## src/rtl/pea_pkg.sv

```systemverilog
package pea_pkg;

    localparam int MAX_SLOTS = 16;
    localparam int IDX_W     = $clog2(MAX_SLOTS);

    typedef logic [MAX_SLOTS-1:0] slot_vec_t;

    typedef struct packed {
        logic             hit;
        logic [IDX_W-1:0] idx;
    } pick_t;

    typedef enum logic [1:0] {
        RES_NONE  = 2'd0,
        RES_GRANT = 2'd1,
        RES_FULL  = 2'd2
    } result_e;

    // Lowest set bit of a candidate vector; hit=0 when the vector is empty.
    function automatic pick_t lowest_set(slot_vec_t v);
        pick_t r;
        r = '0;
        for (int i = MAX_SLOTS - 1; i >= 0; i--) begin
            if (v[i]) begin
                r.hit = 1'b1;
                r.idx = i[IDX_W-1:0];
            end
        end
        return r;
    endfunction

endpackage

```

## src/rtl/pea_search.sv

```systemverilog
module pea_search
    import pea_pkg::*;
#(
    parameter int IMPL_SLOTS = 16
) (
    input  slot_vec_t used,
    input  logic      is_range,
    output pick_t     pick
);
    localparam int LIMIT = (IMPL_SLOTS > MAX_SLOTS) ? MAX_SLOTS : IMPL_SLOTS;

    slot_vec_t single_ok;
    slot_vec_t pair_ok;

    for (genvar g = 0; g < MAX_SLOTS; g++) begin : g_slot
        if (g < LIMIT) begin : g_live
            assign single_ok[g] = ~used[g];
            if (g == 0) begin : g_base
                assign pair_ok[g] = 1'b0;
            end else begin : g_upper
                assign pair_ok[g] = ~used[g] & ~used[g-1];
            end
        end else begin : g_absent
            assign single_ok[g] = 1'b0;
            assign pair_ok[g]   = 1'b0;
        end
    end

    always_comb begin
        pick = lowest_set(is_range ? pair_ok : single_ok);
    end
endmodule

```

## src/rtl/pea_mask.sv

```systemverilog
module pea_mask
    import pea_pkg::*;
(
    input  logic      clk,
    input  logic      rst,
    input  logic      clr,
    input  logic      set_en,
    input  slot_vec_t set_vec,
    output slot_vec_t used_q
);
    always_ff @(posedge clk) begin
        if (rst || clr) begin
            used_q <= '0;
        end else if (set_en) begin
            used_q <= used_q | set_vec;
        end
    end
endmodule

```

## src/rtl/pea_alloc.sv

```systemverilog
module pea_alloc
    import pea_pkg::*;
#(
    parameter int IMPL_SLOTS = 16
) (
    input  logic             clk,
    input  logic             rst,
    input  logic             clr,
    input  logic             req,
    input  logic             is_range,
    output logic             gnt,
    output logic [IDX_W-1:0] gnt_idx,
    output logic             full_err
);
    slot_vec_t  used_q;
    slot_vec_t  set_vec;
    pick_t      pick;
    result_e    res_d;
    result_e    res_q;
    logic [IDX_W-1:0] idx_q;
    logic       take;

    assign take = req & ~clr;

    pea_search #(.IMPL_SLOTS(IMPL_SLOTS)) u_search (
        .used     (used_q),
        .is_range (is_range),
        .pick     (pick)
    );

    // Bits to mark: the granted slot, plus the one below it for a pair.
    for (genvar g = 0; g < MAX_SLOTS; g++) begin : g_mark
        if (g == MAX_SLOTS - 1) begin : g_top
            assign set_vec[g] = (pick.idx == IDX_W'(g));
        end else begin : g_low
            assign set_vec[g] = (pick.idx == IDX_W'(g)) |
                                (is_range & (pick.idx == IDX_W'(g + 1)));
        end
    end

    pea_mask u_mask (
        .clk    (clk),
        .rst    (rst),
        .clr    (clr),
        .set_en (take & pick.hit),
        .set_vec(set_vec),
        .used_q (used_q)
    );

    always_comb begin
        if (!take)         res_d = RES_NONE;
        else if (pick.hit) res_d = RES_GRANT;
        else               res_d = RES_FULL;
    end

    always_ff @(posedge clk) begin
        if (rst) begin
            res_q <= RES_NONE;
            idx_q <= '0;
        end else begin
            res_q <= res_d;
            if (res_d == RES_GRANT) idx_q <= pick.idx;
        end
    end

    assign gnt      = (res_q == RES_GRANT);
    assign full_err = (res_q == RES_FULL);
    assign gnt_idx  = idx_q;
endmodule

```

## config.mk

```make
export PLATFORM = sky130hd
export DESIGN_NAME = pea_alloc
export DESIGN_NICKNAME = d
export VERILOG_FILES = /design/src/rtl/pea_pkg.sv /design/src/rtl/pea_search.sv /design/src/rtl/pea_mask.sv /design/src/rtl/pea_alloc.sv
export SDC_FILE = /design/constraint.sdc
export NUM_CORES = 1
export LEC_CHECK = 0
export CAP_MARGIN = 5
export CORE_ASPECT_RATIO = 1.4
export CORE_MARGIN = 5
export CORE_UTILIZATION = 62
export CTS_CLUSTER_SIZE = 8
export DETAILED_ROUTE_END_ITERATION = 7
export MAX_ROUTING_LAYER = met4
export PLACE_DENSITY = 0.86
export SKIP_LAST_GASP = 1
export SLEW_MARGIN = 40
export SYNTH_ARGS = -nofsm -noshare
export SYNTH_HDL_FRONTEND = slang
export SYNTH_HIERARCHICAL = 1
export SYNTH_SLANG_ARGS = --single-unit
```

## constraint.sdc

```tcl
create_clock -name clk -period 6.45 [get_ports clk]
set_input_delay 1.29 -clock clk [delete_from_list [all_inputs] [get_ports clk]]
set_output_delay 1.29 -clock clk [all_outputs]
set_load 0.01 [all_outputs]
```

## Word-level counts from Yosys, hierarchy flattened

Cells that the tools add are included.

| operators by class | value |
|---|---|
| equality and inequality tests | 18 |
| multiplexer cells | 19 |
| bitwise operators | 65 |
| reductions and logical operators | 2 |

Operator list:

| operator | number |
|---|---|
| 5-bit two-way mux | 16 |
| 1-bit bitwise AND | 32 |
| 4-bit == test, second input constant | 8 |
| 1-bit NOT | 17 |
| 4-bit by 3-bit == test with 1-bit output, second input constant | 4 |
| 16-bit two-way mux | 1 |
| 16-bit OR | 1 |
| 1-bit OR | 15 |
| 4-bit by 2-bit == test with 1-bit output, second input constant | 2 |
| 2-bit by 1-bit == test with 1-bit output, second input constant | 2 |
| 4-bit by 1-bit == test with 1-bit output, second input constant | 1 |
| 4-bit logical NOT | 1 |
| 2-bit two-way mux | 2 |
| 2-bit == test, second input constant | 1 |
| 1-bit logical OR | 1 |

| word-level totals | value |
|---|---|
| bits in registers | 22 |
| input bits | 5 |
| output and inout bits | 6 |

## Logic depth before layout (Yosys ltp)

| logic depth | value |
|---|---|
| depth after elaboration | 23 |
| depth in mapped cells | 12 |
| depth with buffers taken out | 9 |

## Hierarchy

Netlist, hierarchy kept.

Modules (own cells, without submodules):

| module | instances | cells an instance | area each (µm²) | sequential area each (µm²) |
|---|---|---|---|---|
| pea_search | 1 | 92 | 544.3 | 0.0 |
| pea_mask | 1 | 53 | 503.0 | 320.3 |
| pea_alloc | 1 | 53 | 501.7 | 120.1 |

## Worst setup path before layout

Ideal clock, no wire load.

| timing | value |
|---|---|
| kind | input port to flip-flop |
| from | input port is_range |
| to | register u_mask.used_q[2] |
| setup time | 114 ps |
| data arrival time | 2919 ps |
| data required time | 6336 ps |
| setup slack | 3418 ps |
| stages on the path | 11 |
| buffers on the path | 2 |
| cell sequence | buf_6 and3b_1 a21oi_1 nor2_1 a311o_1 a21oi_1 nor2b_1 buf_6 nor4b_2 a21oi_1 nor2_1 |

RTL lines:

| item | line | RTL |
|---|---|---|
| start, declared | pea_alloc.sv:10 | `input logic is_range,` |
| end signal, assigned | pea_mask.sv:15 | `used_q <= used_q \| set_vec;` |
| end, declared | pea_mask.sv:9 | `output slot_vec_t used_q` |

==> qor.yml <==
run_status:
  status: "finished clean"
global_routing:
  grt_use_total_pct: 22.64
  grt_max_degree: 33
  grt_pass1_vias: 1401
  overflow: 0
  grt_pass1_wl_um: 6285
  antenna_found_initial: 0
clocking:
  cts_resized: 0
  cts_root_buffer: "clkbuf_4"
  clkLatencyLatePin_ns: 0.31
  cts_tree: "built"
  clock-sinks: 22
  cts_buffer_depth: 2
  numCtsBuffers: 3
  h-tree-depth: 1
  postCtsHoldBufs: 0
  cts_setup_buffers: 0
  clkTransAtPathRegs_ns: 0.11
power:
  total_power_mw: 0.2263
  power_leakage_nw: 0.4949
  powerDensity_nw_per_um2: 141.7
  ir_drop_mv: 0.1347
drt:
  drt_wl_total_um: 3683
  via_per_inst: 6.357
  drcViolationCount: 0
  detail-route-antenna-nets: 0
  firstDrtPassIters: 4
  num_vias: 1462
  wl_per_cell_um: 16.01
  drtIter0Drc: 46
final_layout:
  instances_no_fill: 230
  n_fill_cell: 184
  area.growth.synth_to_final_pct: 3.150
  nets: 203
  antenna_cells: 0
  final_layout_size_suffix_gt1_share_pct: 10.20
  final_design_area_no_fill_um2: 1598
  fin_util_pct: 66.82
floorplanning:
  die_w_um: 52.25
  row_count: 21
  dieArea_um2: 3612
  core_area_um2: 2391
  io_pins: 11
  die_y_um: 69.14
  start_util_pct: 64.78
sta:
  maxSlewHeadroom_pct: 44.95
  finalCritPeriodShare_pct: 58.42
  skew_ns: 0.002025
  tightest_slew_ns: 0.8241
  timing.final.ws_setup_ns: 2.682
  setup_viol: 0
  hold_viol: 0
  fin_setup_tns_ns: 0
  fin_crit_ns: 3.768
  max_freq_mhz: 265.4
  fin_hold_ws_ns: 0.4819
  drv_slew: 0
  rsz0062_at_grt: "false"
synthesis:
  synth.area.top_cells: "dfxtp_1 28%, a21oi_1 12%, nor2_1 6.1%, nand2b_1 4.0%, nor3b_2 3.2%"
  ys_top_cells_by_count: "36 x a21oi_1, 25 x nor2_1, 22 x dfxtp_1, 11 x nand2_1, 10 x nand2b_1"
  yosysMostFrequentCell: "a21oi_1"
  avgSynthCellArea_um2: 7.823
  synth-edff-count: 0
  synth_top_area_cell: "dfxtp_1"
  syn_inst: 198
  yosys_warnings: 6
  synth_cell_type_count: 53
  netlist.area_leader.share_pct: 28.43
  ys_seq_area_share_pct: 28.43
  syn_area_um2: 1549
  synth-main-ff-cell: "dfxtp_1"
  synth_nets: 203
  ys_seq_elements: 22
  ys_async_sr_fraction_pct: 0
setup_path:
  arrival_ns: 3.96
  required_ns: 6.64
  start_kind: "input pin"
  path_max_fanout: 32
  end_kind: "register"
  critPathKind: "input pin to register"
place:
  dp_slack_ns: 1.636
  place_inst: 227
  gp_congestion: 0.8799
  dp_hpwl_um: 2616
  port_buffers: 10
  placed_area_um2: 1580
flow_run:
  drv_cap: 0
worst_hold_path:
  min_path_type: "register to register"
[power breakdown]
group	internal (mW)	switching, mW	leakage, nW
Clock	0.0219	0.0382	0.0138
Combinational	0.0108	0.0170	0.304
Sequential	0.137	0.00154	0.178
[final timing paths]
path,endpoint,start,slack [ns],depth (start not counted)
setup reg to reg,u_mask/used_q[10]$_SDFFE_PP0P_,u_mask/used_q[9]$_SDFFE_PP0P_,3.58,9
hold / removal,gnt_idx[1]$_SDFFE_PP0N_,gnt_idx[1]$_SDFFE_PP0N_,0.48,2
hold reg to reg,gnt_idx[1]$_SDFFE_PP0N_,gnt_idx[1]$_SDFFE_PP0N_,0.48,2
setup / recovery,u_mask/used_q[10]$_SDFFE_PP0P_,is_range,2.68,10
[area by class of cell]
cell class	count	area (um^2)	share of cell area (%)
clock buffers	3	22.52	1.410
flip-flops and latches	22	440.4	27.56
repair buffers	11	102.6	6.421
multi-input cells	158	982.2	61.47
inverters	2	7.507	0.4699
well taps	34	42.54	2.662
[kinds of logic after synthesis]
| group | Yosys count | share of synthesized area (%) |
|---|---|---|
| buffers and inverters | 18 | 8.157 |
| AOI/OAI and AO/OA | 66 | 26.01 |
| xor gates and xnor gates | 1 | 0.5655 |
| and+or+nand+nor | 87 | 34.25 |
| muxes | 4 | 2.585 |
| DFF | 22 | 28.43 |
[sequential cells by signal (all words and copies together) (netlist names)]
register,flops
u_mask/used_q,16
gnt_idx,4
res_q,2
[critical path: stages]
cell	delay [ns]
buf_2	0.41
inv_2	0.17
nand2_1	0.09
o221ai_1	0.10
a311o_1	0.37
a21oi_1	0.42
nor2b_1	0.73
nor3b_2	0.11
a21oi_1	0.19
nor2_1	0.05
[placed cells by master, fill, tap and decap left out, drive strengths merged, types with 3 or more instances in the layout]
| cell type | n |
|---|---|
| o211ai | 3 |
| nand3b | 3 |
| nand2b | 12 |
| nand3 | 5 |
| nand2 | 12 |
| a21oi | 36 |
| clkdlybuf4s50 | 9 |
| clkbuf | 3 |
| nor3b | 4 |
| o21ai | 7 |
| dfxtp | 22 |
| o22ai | 3 |
| nor2b | 5 |
| nor2 | 25 |
| nor3 | 5 |
| mux2i | 4 |
[per-layer routing]
layer | up-vias | track usage (%) | share of wire, %
met5 | - | - | 0
met4 | 0 | 10.23 | 3.0
met3 | 13 | 1.724 | 3.7
met2 | 49 | 38.60 | 51
met1 | 680 | 26.20 | 42
li1 | 720 | - | -
Note: power is estimated with default switching activity, not from simulation.
